==> config.mk <==
export PLATFORM = sky130hd
export DESIGN_NAME = bcd_chain_adder
export DESIGN_NICKNAME = d
export VERILOG_FILES = /design/src/rtl/bcd_pkg.sv /design/src/rtl/bcd_bin_nibble_add.sv /design/src/rtl/bcd_digit_fold.sv /design/src/rtl/bcd_digit_stage.sv /design/src/rtl/bcd_chain_adder.sv
export SDC_FILE = /design/constraint.sdc
export NUM_CORES = 1
export LEC_CHECK = 0
export CORE_MARGIN = 3
export CORE_UTILIZATION = 49
export DETAILED_ROUTE_END_ITERATION = 7
export PLACE_DENSITY = 0.91
export SETUP_SLACK_MARGIN = 0.05
export SYNTH_ARGS = -nofsm -noshare
export SYNTH_HDL_FRONTEND = slang
export SYNTH_SLANG_ARGS = --single-unit
==> constraint.sdc <==
create_clock -name vclk -period 18.41
set_input_delay 1.841 -clock vclk [all_inputs]
set_output_delay 1.841 -clock vclk [all_outputs]
set_load 0.005 [all_outputs]
==> src/rtl/bcd_pkg.sv <==
package bcd_pkg;
   localparam int unsigned NIB_W   = 4;
   localparam int unsigned TOT_W   = NIB_W + 1;
   localparam int unsigned DEC_MAX = 9;
   localparam int unsigned FOLD_ADJ = 6;  // 16 - 10, added to drop a decade

   typedef logic [NIB_W-1:0] nib_t;
   typedef logic [TOT_W-1:0] tot_t;

   function automatic logic nib_is_decimal(input nib_t v);
      return v <= nib_t'(DEC_MAX);
   endfunction
endpackage

==> src/rtl/bcd_bin_nibble_add.sv <==
module bcd_bin_nibble_add
   import bcd_pkg::*;
#(
   parameter bit LOOKAHEAD = 1'b1
) (
   input  nib_t a_i,
   input  nib_t b_i,
   input  logic ci_i,
   output tot_t tot_o
);
   localparam int unsigned W = NIB_W;

   nib_t gen, prop;
   logic [W:0] cy;

   assign gen  = a_i & b_i;
   assign prop = a_i ^ b_i;

   generate
      if (LOOKAHEAD) begin : g_cla
         assign cy[0] = ci_i;
         assign cy[1] = gen[0] | (prop[0] & ci_i);
         assign cy[2] = gen[1] | (prop[1] & gen[0]) | (prop[1] & prop[0] & ci_i);
         assign cy[3] = gen[2] | (prop[2] & gen[1]) | (prop[2] & prop[1] & gen[0])
                      | (prop[2] & prop[1] & prop[0] & ci_i);
         assign cy[4] = gen[3] | (prop[3] & gen[2]) | (prop[3] & prop[2] & gen[1])
                      | (prop[3] & prop[2] & prop[1] & gen[0])
                      | (prop[3] & prop[2] & prop[1] & prop[0] & ci_i);
      end else begin : g_ripple
         assign cy[0] = ci_i;
         for (genvar i = 0; i < W; i++) begin : g_bit
            assign cy[i+1] = gen[i] | (prop[i] & cy[i]);
         end
      end
   endgenerate

   assign tot_o = {cy[W], prop ^ cy[W-1:0]};
endmodule

==> src/rtl/bcd_digit_fold.sv <==
module bcd_digit_fold
   import bcd_pkg::*;
(
   input  tot_t tot_i,
   output nib_t digit_o,
   output logic carry_o
);
   // A total of ten or more: bit 4 set (16..31) or low nibble 10..15.
   logic over_nine;
   assign over_nine = tot_i[4] | (tot_i[3] & (tot_i[2] | tot_i[1]));
   assign carry_o   = over_nine;
   assign digit_o   = tot_i[NIB_W-1:0] + (over_nine ? nib_t'(FOLD_ADJ) : nib_t'(0));
endmodule

==> src/rtl/bcd_digit_stage.sv <==
module bcd_digit_stage
   import bcd_pkg::*;
#(
   parameter bit LOOKAHEAD = 1'b1
) (
   input  nib_t a_i,
   input  nib_t b_i,
   input  logic ci_i,
   output nib_t s_o,
   output logic co_o
);
   tot_t total;

   bcd_bin_nibble_add #(.LOOKAHEAD(LOOKAHEAD)) add_i (
      .a_i   (a_i),
      .b_i   (b_i),
      .ci_i  (ci_i),
      .tot_o (total)
   );

   bcd_digit_fold fold_i (
      .tot_i   (total),
      .digit_o (s_o),
      .carry_o (co_o)
   );
endmodule

==> src/rtl/bcd_chain_adder.sv <==
module bcd_chain_adder
   import bcd_pkg::*;
#(
   parameter int unsigned DIGITS    = 4,
   parameter bit          LOOKAHEAD = 1'b1
) (
   input  logic [NIB_W*DIGITS-1:0] a_bcd,
   input  logic [NIB_W*DIGITS-1:0] b_bcd,
   input  logic                    carry_in,
   output logic [NIB_W*DIGITS-1:0] sum_bcd,
   output logic                    carry_out
);
   localparam int unsigned BUS_W = NIB_W * DIGITS;

   initial begin
      if (DIGITS < 1 || DIGITS > 15)
         $error("bcd_chain_adder: DIGITS must be 1..15, got %0d", DIGITS);
   end

   logic [DIGITS:0] chain;
   assign chain[0] = carry_in;

   generate
      for (genvar k = 0; k < DIGITS; k++) begin : g_digit
         bcd_digit_stage #(.LOOKAHEAD(LOOKAHEAD)) stage_i (
            .a_i  (a_bcd[NIB_W*k +: NIB_W]),
            .b_i  (b_bcd[NIB_W*k +: NIB_W]),
            .ci_i (chain[k]),
            .s_o  (sum_bcd[NIB_W*k +: NIB_W]),
            .co_o (chain[k+1])
         );
      end
   endgenerate

   assign carry_out = chain[DIGITS];

   logic unused_w;
   assign unused_w = ^BUS_W[0];
endmodule

* Word-level counts from Yosys, hierarchy flattened
Index checks and enable logic that the tools add are counted.
Operators by class: add/subtract/negate cells 4, multipliers 0, div/mod/pow operators 0, magnitude comparators 0, equal/unequal tests 0, shift operators 0, mux-type cells 4, bitwise gates (word level) 128, reductions and logical operators 0
Operators with widths (count):
- 1-bit AND | 68
- 1-bit OR | 48
- 4-bit XOR | 8
- 4-bit by 3-bit adder with 4-bit output | 4
- 4-bit AND | 4
- 3-bit two-way mux | 4
Storage, ports and cells: flip-flop bits (word level) 0, latch bits 0, bits in writable memories 0, memory bits (read-only) 0, bits of input ports 33, output and inout bits 17, memories 0

* Longest topological paths before layout
Gate-level depths: netlist of the first run.
depth after elaboration 29, mapped depth 32, gate-level depth less buffers 32

* Modules after synthesis
A second synthesis of the first run with hierarchy kept.
Second synthesis, totals: cells, all modules 92, area, all modules 830.8 µm²
By module, submodules not included:
- bcd_bin_nibble_add | times used 4, cells an instance 17, area an instance 147.6 µm², seq. area each 0.0 µm²
- bcd_digit_fold | times used 4, cells an instance 6, area an instance 60.1 µm², seq. area each 0.0 µm²

* Worst setup path after synthesis of the first run
OpenSTA, ideal clock, no wires.
kind in2out, start point in a_bcd[0], end point out sum_bcd[15], arrival time 7.523 ns, required time 16.569 ns, slack 9.046 ns, stages on the path 30, buffers on the path 0, path through inv_1 > fa_1 > nand2b_1 > o21ai_0 > a21o_1 > maj3_1 > nand2b_1 > fa_1 > a221o_1 > o21ai_0 > o31ai_1 > and2_2 > fa_1 > xor2_1 > o221ai_1 > nand2_1 > inv_1 > a31o_1 > a21oi_2 > and2_1 > fa_1 > xor2_1 > nor3_1 > o21ai_0 > a31o_1 > ha_1 > inv_1 > fa_1 > xor2_1 > xnor2_1
Between the ends: longest elaborated chain between the ends 28
RTL lines:
- start, declared | RTL line bcd_chain_adder.sv:7 | input logic [NIB_W*DIGITS-1:0] a_bcd,
- 4-bit AND or 4-bit XOR (tied branches) | RTL line bcd_bin_nibble_add.sv:16, bcd_bin_nibble_add.sv:17
- 1-bit AND | RTL line bcd_bin_nibble_add.sv:23 | assign cy[2] = gen[1] | (prop[1] & gen[0]) | (prop[1] & prop[0] & ci_i);
- 1-bit OR or 1-bit AND (tied branches) | RTL line bcd_bin_nibble_add.sv:23
- 1-bit OR | RTL line bcd_bin_nibble_add.sv:23
- 4-bit XOR | RTL line bcd_bin_nibble_add.sv:37 | assign tot_o = {cy[W], prop ^ cy[W-1:0]};
- 1-bit OR | RTL line bcd_digit_fold.sv:10 | assign over_nine = tot_i[4] | (tot_i[3] & (tot_i[2] | tot_i[1]));
- 1-bit AND | RTL line bcd_digit_fold.sv:10
- 1-bit OR (*) | RTL line bcd_digit_fold.sv:10
- (+13 left out)
- 1-bit OR (on tied branches) | RTL line bcd_bin_nibble_add.sv:23, bcd_bin_nibble_add.sv:22
- 4-bit XOR | RTL line bcd_bin_nibble_add.sv:37
- 1-bit OR | RTL line bcd_digit_fold.sv:10
- 1-bit AND | RTL line bcd_digit_fold.sv:10
- 1-bit OR (*) | RTL line bcd_digit_fold.sv:10
- via carry_out | RTL line bcd_chain_adder.sv:11 | output logic carry_out
- 3-bit two-way mux (*) | RTL line bcd_digit_fold.sv:12 | assign digit_o = tot_i[NIB_W-1:0] + (over_nine ? nib_t'(FOLD_ADJ) : nib_t'(0));
- 4-bit by 3-bit adder with 4-bit output (*) | RTL line bcd_digit_fold.sv:12
- end, declared | RTL line bcd_chain_adder.sv:10 | output logic [NIB_W*DIGITS-1:0] sum_bcd,
Mark *: on every way through the listed nets, which the timed path passes. The rest lies on a longest branch.

* Final worst setup path of the first run
start point in a_bcd[0], end point out sum_bcd[15]
Between the ends: longest elaborated chain between the ends 28
RTL lines (RTL line):
- 4-bit AND or 4-bit XOR (tied branches) | bcd_bin_nibble_add.sv:16, bcd_bin_nibble_add.sv:17
- 1-bit AND | bcd_bin_nibble_add.sv:23
- 1-bit OR or 1-bit AND (tied branches) | bcd_bin_nibble_add.sv:23
- 1-bit OR | bcd_bin_nibble_add.sv:23
- 4-bit XOR | bcd_bin_nibble_add.sv:37
- 1-bit OR | bcd_digit_fold.sv:10
- 1-bit AND | bcd_digit_fold.sv:10
- 1-bit OR (*) | bcd_digit_fold.sv:10
- (+12 left out)
- 1-bit AND (on tied branches) | bcd_bin_nibble_add.sv:23, bcd_bin_nibble_add.sv:22
- 1-bit OR (on tied branches) | bcd_bin_nibble_add.sv:23, bcd_bin_nibble_add.sv:22
- 4-bit XOR | bcd_bin_nibble_add.sv:37
- 1-bit OR | bcd_digit_fold.sv:10
- 1-bit AND | bcd_digit_fold.sv:10
- 1-bit OR | bcd_digit_fold.sv:10
- 3-bit two-way mux | bcd_digit_fold.sv:12
- 4-bit by 3-bit adder with 4-bit output (*) | bcd_digit_fold.sv:12
Every way passes the cells marked *; elsewhere a longest branch is shown, timed or not.

==> summary.md, run 1 <==
| Metric | Value |
|---|---|
| First-pass GRT wire length | 5050 um |
| Vias/cell | 5.76 |
| Total wire length | 3080 um |
| Final Cycle Share | 0.605 |
| Switching power | 44.2 uW |
| Commonest non-fill, non-tap cell in the layout | clkdlybuf4s50_1 |
| Drt initial violations | 29 |
| # diodes | 0 |
| Seq pwr share | 0 |
| Synth cell types | 41 |
| DP HPWL | 2700 um |
| Fin crit period | ~11 ns |
| Vias | 1255 |
| Pins Over Slew Limit | 0 |
| Die W | 55.0 um |
| Syn avg cell area | 8.33 um2 |
| Main combinational cell family by area after synthesis | adder cells |
| Initial Util | 0.526 |
| DR WL/cell | 14.1 um |
| DP Area | 1710 um2 |
| FFs & Latches | 0 |
| Hold buffer count at CTS | 0 |
| Slew at the pin closest to its max-slew limit | 0.395 ns |
| Final GP Congestion | 0.870 |
| Status | finished, final reports clean |
| I/O pin total | 50 |
| Xor and xnor area share after synthesis | 0.119 |
| PwrDens | 62.3 nW/um2 |
| Compound-Gate Fraction of Synth Area | 0.269 |
| Syn_nets | approximately 200 |
| Global route total overflow | 0 |
| Sw Share | 0.416 |
| Yosys Warn Count | 0 |
| Layout cells sized above 1 | 0.0421 |
| Total Routing Usage GR | 0.215 |
| Critical Path Max Stage Delay | 0.52 ns |
| Worst Setup End Kind | output pin |
| Clk pwr share | 0 |
| # DRC | 0 |
| DRT Pass-1 Iters | 4 |
| Initial antenna violation count | 0 |
| Vias in the first global route | 1298 |
| Worst endpoint data arrival time | 9.30 ns |
| Slew headroom | 0.734 |
| Mux cell area share after synthesis | 0.00852 |
| Die area | 3020 um2 |
| CP Class | input pin to output pin |
| Hold Vio Cnt, Final | 0 |
| Post-detailed-route count of antenna-violating nets | 0 |
| Crit-path most repeated cell | fa_1 |
| Post-CTS Resized | 0 |
| Sequential element share of the synthesized area | 0 |
| Critical Path Fanout Max | 5 |
| Chip height | between 50 and 60 um |
| Simple-gate area share of the yosys netlist | 0.197 |
| Max Freq | roughly 90 MHz |
| Worst Path Required | 16.57 ns |
| Final setup viols | 0 |
| Final net count | 253 |
| Most frequent cells in the layout | clkdlybuf4s50_1, ha_1, inv_1 |
| Post-Syn Area | ~1200 um2 |
| Register area | 0 um2 |
| Comb power frac | 1.000 |
| CP max-delay cell | clkdlybuf4s50_1 |
| RSZ-0062 raised after global routing | false |
| Worst vdd ir | 0.0000525 V |
| Area delta synth->final | 45.3% |
| Design Area, Final | 1710 um2 |
| Max Cap Viol | 0 |
| Pin count of the biggest net entering global routing | 9 |
| Setup crit start kind | input pin |
| Setup tns final | 0 ns |
| # Post-CTS Setup Buffers | 0 |
| Port Buffer Count | 50 |
| Int Pwr | around 62 uW |
| Core area | 2230 um2 |
| Clk_buf instances | 0 |
| Worst hold path class | input pin to output pin |
| Synthesized instance count | 141 |
| Adder-cell share of the synthesized area | 0.358 |
| Static leakage | 0.000701 uW |
| Core Rows | 17 |
==> final cells by class <==
cell class         count  area, um2
repair buffers        50        500
inverters             14       52.6
fillers              166        527
multi-input cells    126       1120
well taps             28       35.0
==> final timing paths <==
check                     end     start  depth (start not counted)
hold / removal     sum_bcd[0]  b_bcd[0]                          5
setup / recovery  sum_bcd[15]  a_bcd[0]                         33
==> power groups by stage <==
stage / logic [uW] / clock network (uW) / registers (uW)
after floorplan: 55.0 / 0 / 0
after global placement: 103 / 0 / 0
after detailed placement: 106 / 0 / 0
after CTS: 107 / 0 / 0
after global routing: 118 / 0 / 0
final: 106 / 0 / 0
==> worst max-delay path: cells and delay by family <==
kind            cells  cell delay [ns]
compound gates     10             2.00
xor+xnor            4             0.90
fa+ha+maj           7             2.12
buf+inv             5             1.15
simple gates        7             1.31
==> per-stage QoR <==
step / total power, uW / std cells / utilization / hold slack (ns) / setup WS [ns]
2_1_floorplan: 55.0 / 141 / - / 3.83 / 9.05
3_3_place_gp: 103 / 218 / 0.764 / 4.80 / 7.68
3_5_place_dp: 106 / 218 / 0.764 / 4.82 / 7.30
6_report: 106 / 218 / 0.764 / 4.82 / 7.27
4_1_cts: 107 / 218 / 0.764 / 4.82 / 7.33
5_1_grt: 118 / 218 / 0.764 / 4.88 / 6.68
==> layer usage <==
layer  track usage  part of all wire  vias to the layer above
met1         0.237              0.38                      592
met3        0.0161             0.060                        0
li1              -                 -                      618
met5             0                 0                        -
met4        0.0121                 0                        0
met2         0.453              0.56                       45
==> logic make-up after synthesis <==
| group | after synthesis |
|---|---|
| xor gates and xnor gates | 16 |
| and+or+nand+nor | 43 |
| adders and majority gates | 29 |
| buffers and inverters | 15 |
| muxes | 1 |
| AOI/OAI and AO/OA | 37 |
==> synth_stat cells, drive strengths merged (3+ instances only) <==
library cell  number  area (um2)
ha                20         250
and2               3        20.0
o21ai             10        50.1
xor2               6        52.6
nor2              10        37.5
a21oi              4        23.8
a41oi              3        60.1
o21bai             3        22.5
xnor2             10        87.6
nand2b             4        25.0
inv               14        52.6
nor3               8        40.0
fa                 8         160
a211oi             3        22.5
nand2              5        18.8
a21o               3        22.5
Power figures use the tool's default switching activity.
==> inputs of run 2 (changes only) <==
--- a/config.mk
+++ b/config.mk
@@ -6,9 +6,9 @@
 export NUM_CORES = 1
 export LEC_CHECK = 0
 export CORE_MARGIN = 3
-export CORE_UTILIZATION = 49
+export CORE_UTILIZATION = 45
 export DETAILED_ROUTE_END_ITERATION = 7
-export PLACE_DENSITY = 0.91
+export PLACE_DENSITY = 0.84
 export SETUP_SLACK_MARGIN = 0.05
 export SYNTH_ARGS = -nofsm -noshare
 export SYNTH_HDL_FRONTEND = slang
==> constraint.sdc (replaced) <==
create_clock -name vclk -period 10.4
set_input_delay 1.04 -clock vclk [all_inputs]
set_output_delay 1.04 -clock vclk [all_outputs]
set_load 0.005 [all_outputs]
==> run 2 against run 1 <==
Via count is 2.5% lower. Global-route usage is 3.8 points lower. Highest routed layer is now met4. Flip-flop and latch count unchanged. Critical path type unchanged.
==> summary.md, run 2 (synthesis results as in run 1) <==
| Metric | Value |
|---|---|
| Final Cycle Share | 0.908 |
| Slew at the pin closest to its max-slew limit | 0.381 ns (-0.0144 ns) |
| Port Buffer Count | 50 (unchanged) |
| Area delta synth->final | 45.3% (unchanged) |
| Pins Over Slew Limit | 0 (unchanged) |
| Critical Path Max Stage Delay | 0.52 ns (about the same) |
| Met2 usage | 0.369 (-0.0841) |
| Initial antenna violation count | 0 (unchanged) |
| DP HPWL | 2530 um (-6.1%) |
| Vias in the first global route | 1270 (-2.2%) |
| Static leakage | 0.000701 uW (unchanged) |
| # DRC | 0 (unchanged) |
| Clk_buf instances | 0 (unchanged) |
| Max Cap Viol | 0 (unchanged) |
| Seq pwr share | 0 (unchanged) |
| Buffer and inverter count on the worst path | 5 (unchanged) |
| CP max-delay cell | clkdlybuf4s50_1 |
| PwrDens | 108 nW/um2 (+73%) |
| Slew headroom | 0.745 (+0.0101) |
| Die area | 3260 um2 (+7.9%) |
| Worst hold path class | input pin to output pin |
| Vias/cell | 5.61 (-2.5%) |
| Hold path start | b_bcd[0] |
| Drt initial violations | 7 (-76%) |
| First-pass GRT wire length | 4950 um (-2.0%) |
| Crit-path most repeated cell | fa_1 |
| Die W | 57.1 um (+3.9%) |
| Status | finished, final reports clean |
| Worst Path Required | 9.36 ns (-7.21 ns) |
| Core Rows | 17 (unchanged) |
| Critical Path Fanout Max | 5 (unchanged) |
| Hold Vio Cnt, Final | 0 (unchanged) |
| Setup crit start | a_bcd[0] |
| FFs & Latches | 0 (unchanged) |
| Most frequent cells in the layout | clkdlybuf4s50_1, ha_1, inv_1 |
| # diodes | 0 (unchanged) |
| CP Class | input pin to output pin |
| Design Area, Final | 1710 um2 (unchanged) |
| I/O pin total | 50 (unchanged) |
| Max Freq | 106 MHz |
| Commonest non-fill, non-tap cell in the layout | clkdlybuf4s50_1 |
| DP Area | 1710 um2 (unchanged) |
| Clk pwr share | 0 (unchanged) |
| RSZ-0062 raised after global routing | false |
| Worst hold stages | 5 (unchanged) |
| Final GP Congestion | 0.782 (-10%) |
| Most Crowded Layer GR | met2 |
| Worst vdd ir | 0.0000900 V (+71%) |
| Post-CTS Resized | 0 (unchanged) |
| Layout cells sized above 1 | 0.0421 (unchanged) |
| GR Layer Usage met3 | 0.0249 (+0.00880) |
| Total wire length | 2790 um (-9.2%) |
| Core area | 2340 um2 (+4.8%) |
| Switching power | 74.9 uW (+69%) |
| Initial Util | 0.502 (-0.0239) |
| Worst endpoint data arrival time | 8.41 ns (-0.89 ns) |
| Fin crit period | 9.45 ns |
| Setup crit start kind | input pin |
| Total Routing Usage GR | 0.177 (-0.0384) |
| Comb power frac | 1.000 (about the same) |
| GR Util met1 | 0.179 (-0.0585) |
| Hold buffer count at CTS | 0 (unchanged) |
| Worst Setup End Kind | output pin |
| DR WL/cell | 12.8 um (-9.2%) |
| Fillers | 193 (+16%) |
| Pin count of the biggest net entering global routing | 9 (unchanged) |
| DRT Pass-1 Iters | 4 (unchanged) |
| # Post-CTS Setup Buffers | 0 (unchanged) |
| Sw Share | 0.407 (-0.00861) |
| Chip height | 57.1 um (+3.9%) |
| Int Pwr | 109 uW (+76%) |
| Vias | 1223 (-2.5%) |
| Setup tns final | 0 ns (unchanged) |
| Register area | 0 um2 (unchanged) |
| Multi-input logic area | 1120 um2 (unchanged) |
| Post-detailed-route count of antenna-violating nets | 0 (unchanged) |
| Final net count | 253 (unchanged) |
| Final setup viols | 0 (unchanged) |
| Family with the most delay on the worst path | adder cells |
| Global route total overflow | 0 (unchanged) |
| WP depth | 33 (unchanged) |
==> run 2: cell counts in the layout (fill, tap and decap cells not counted) <==
Identical to the previous run, type by type.
==> run 2: area by class of cell <==
| cell class | instances | area share |
|---|---|---|
| tap | 28 | 0.0205 |
| multi-input combinational | 126 | 0.655 |
| inverter | 14 | 0.0308 |
| timing repair buffer | 50 | 0.293 |
==> run 2: worst paths after layout <==
path | to | slack [ns]
min | sum_bcd[0] | 3.21
max | sum_bcd[15] | 0.95
==> run 2: power groups by stage <==
stage                     clock (uW)  sequential [uW]  combinational, uW
final                              0                0                184
after global routing               0                0                204
after CTS                          0                0                187
after detailed placement           0                0                186
after global placement             0                0                180
after floorplan                    0                0               97.4
==> run 2: through the flow <==
step | std cells | hold WS [ns] | utilization | power (uW) | worst slack [ns]
6_report | 218 | 3.21 | 0.729 | 184 | 0.954
2_1_floorplan | 141 | 2.23 | - | 97.4 | 2.64
4_1_cts | 218 | 3.22 | 0.729 | 187 | 0.920
3_3_place_gp | 218 | 3.20 | 0.729 | 180 | 1.19
5_1_grt | 218 | 3.28 | 0.729 | 204 | 0.377
3_5_place_dp | 218 | 3.22 | 0.729 | 186 | 0.961
==> run 2: routing by layer <==
metal  wire length (um)  share of wire
met1               1050           0.37
met4                 63          0.023
met3                156          0.056
met5                  0              0
met2               1530           0.55
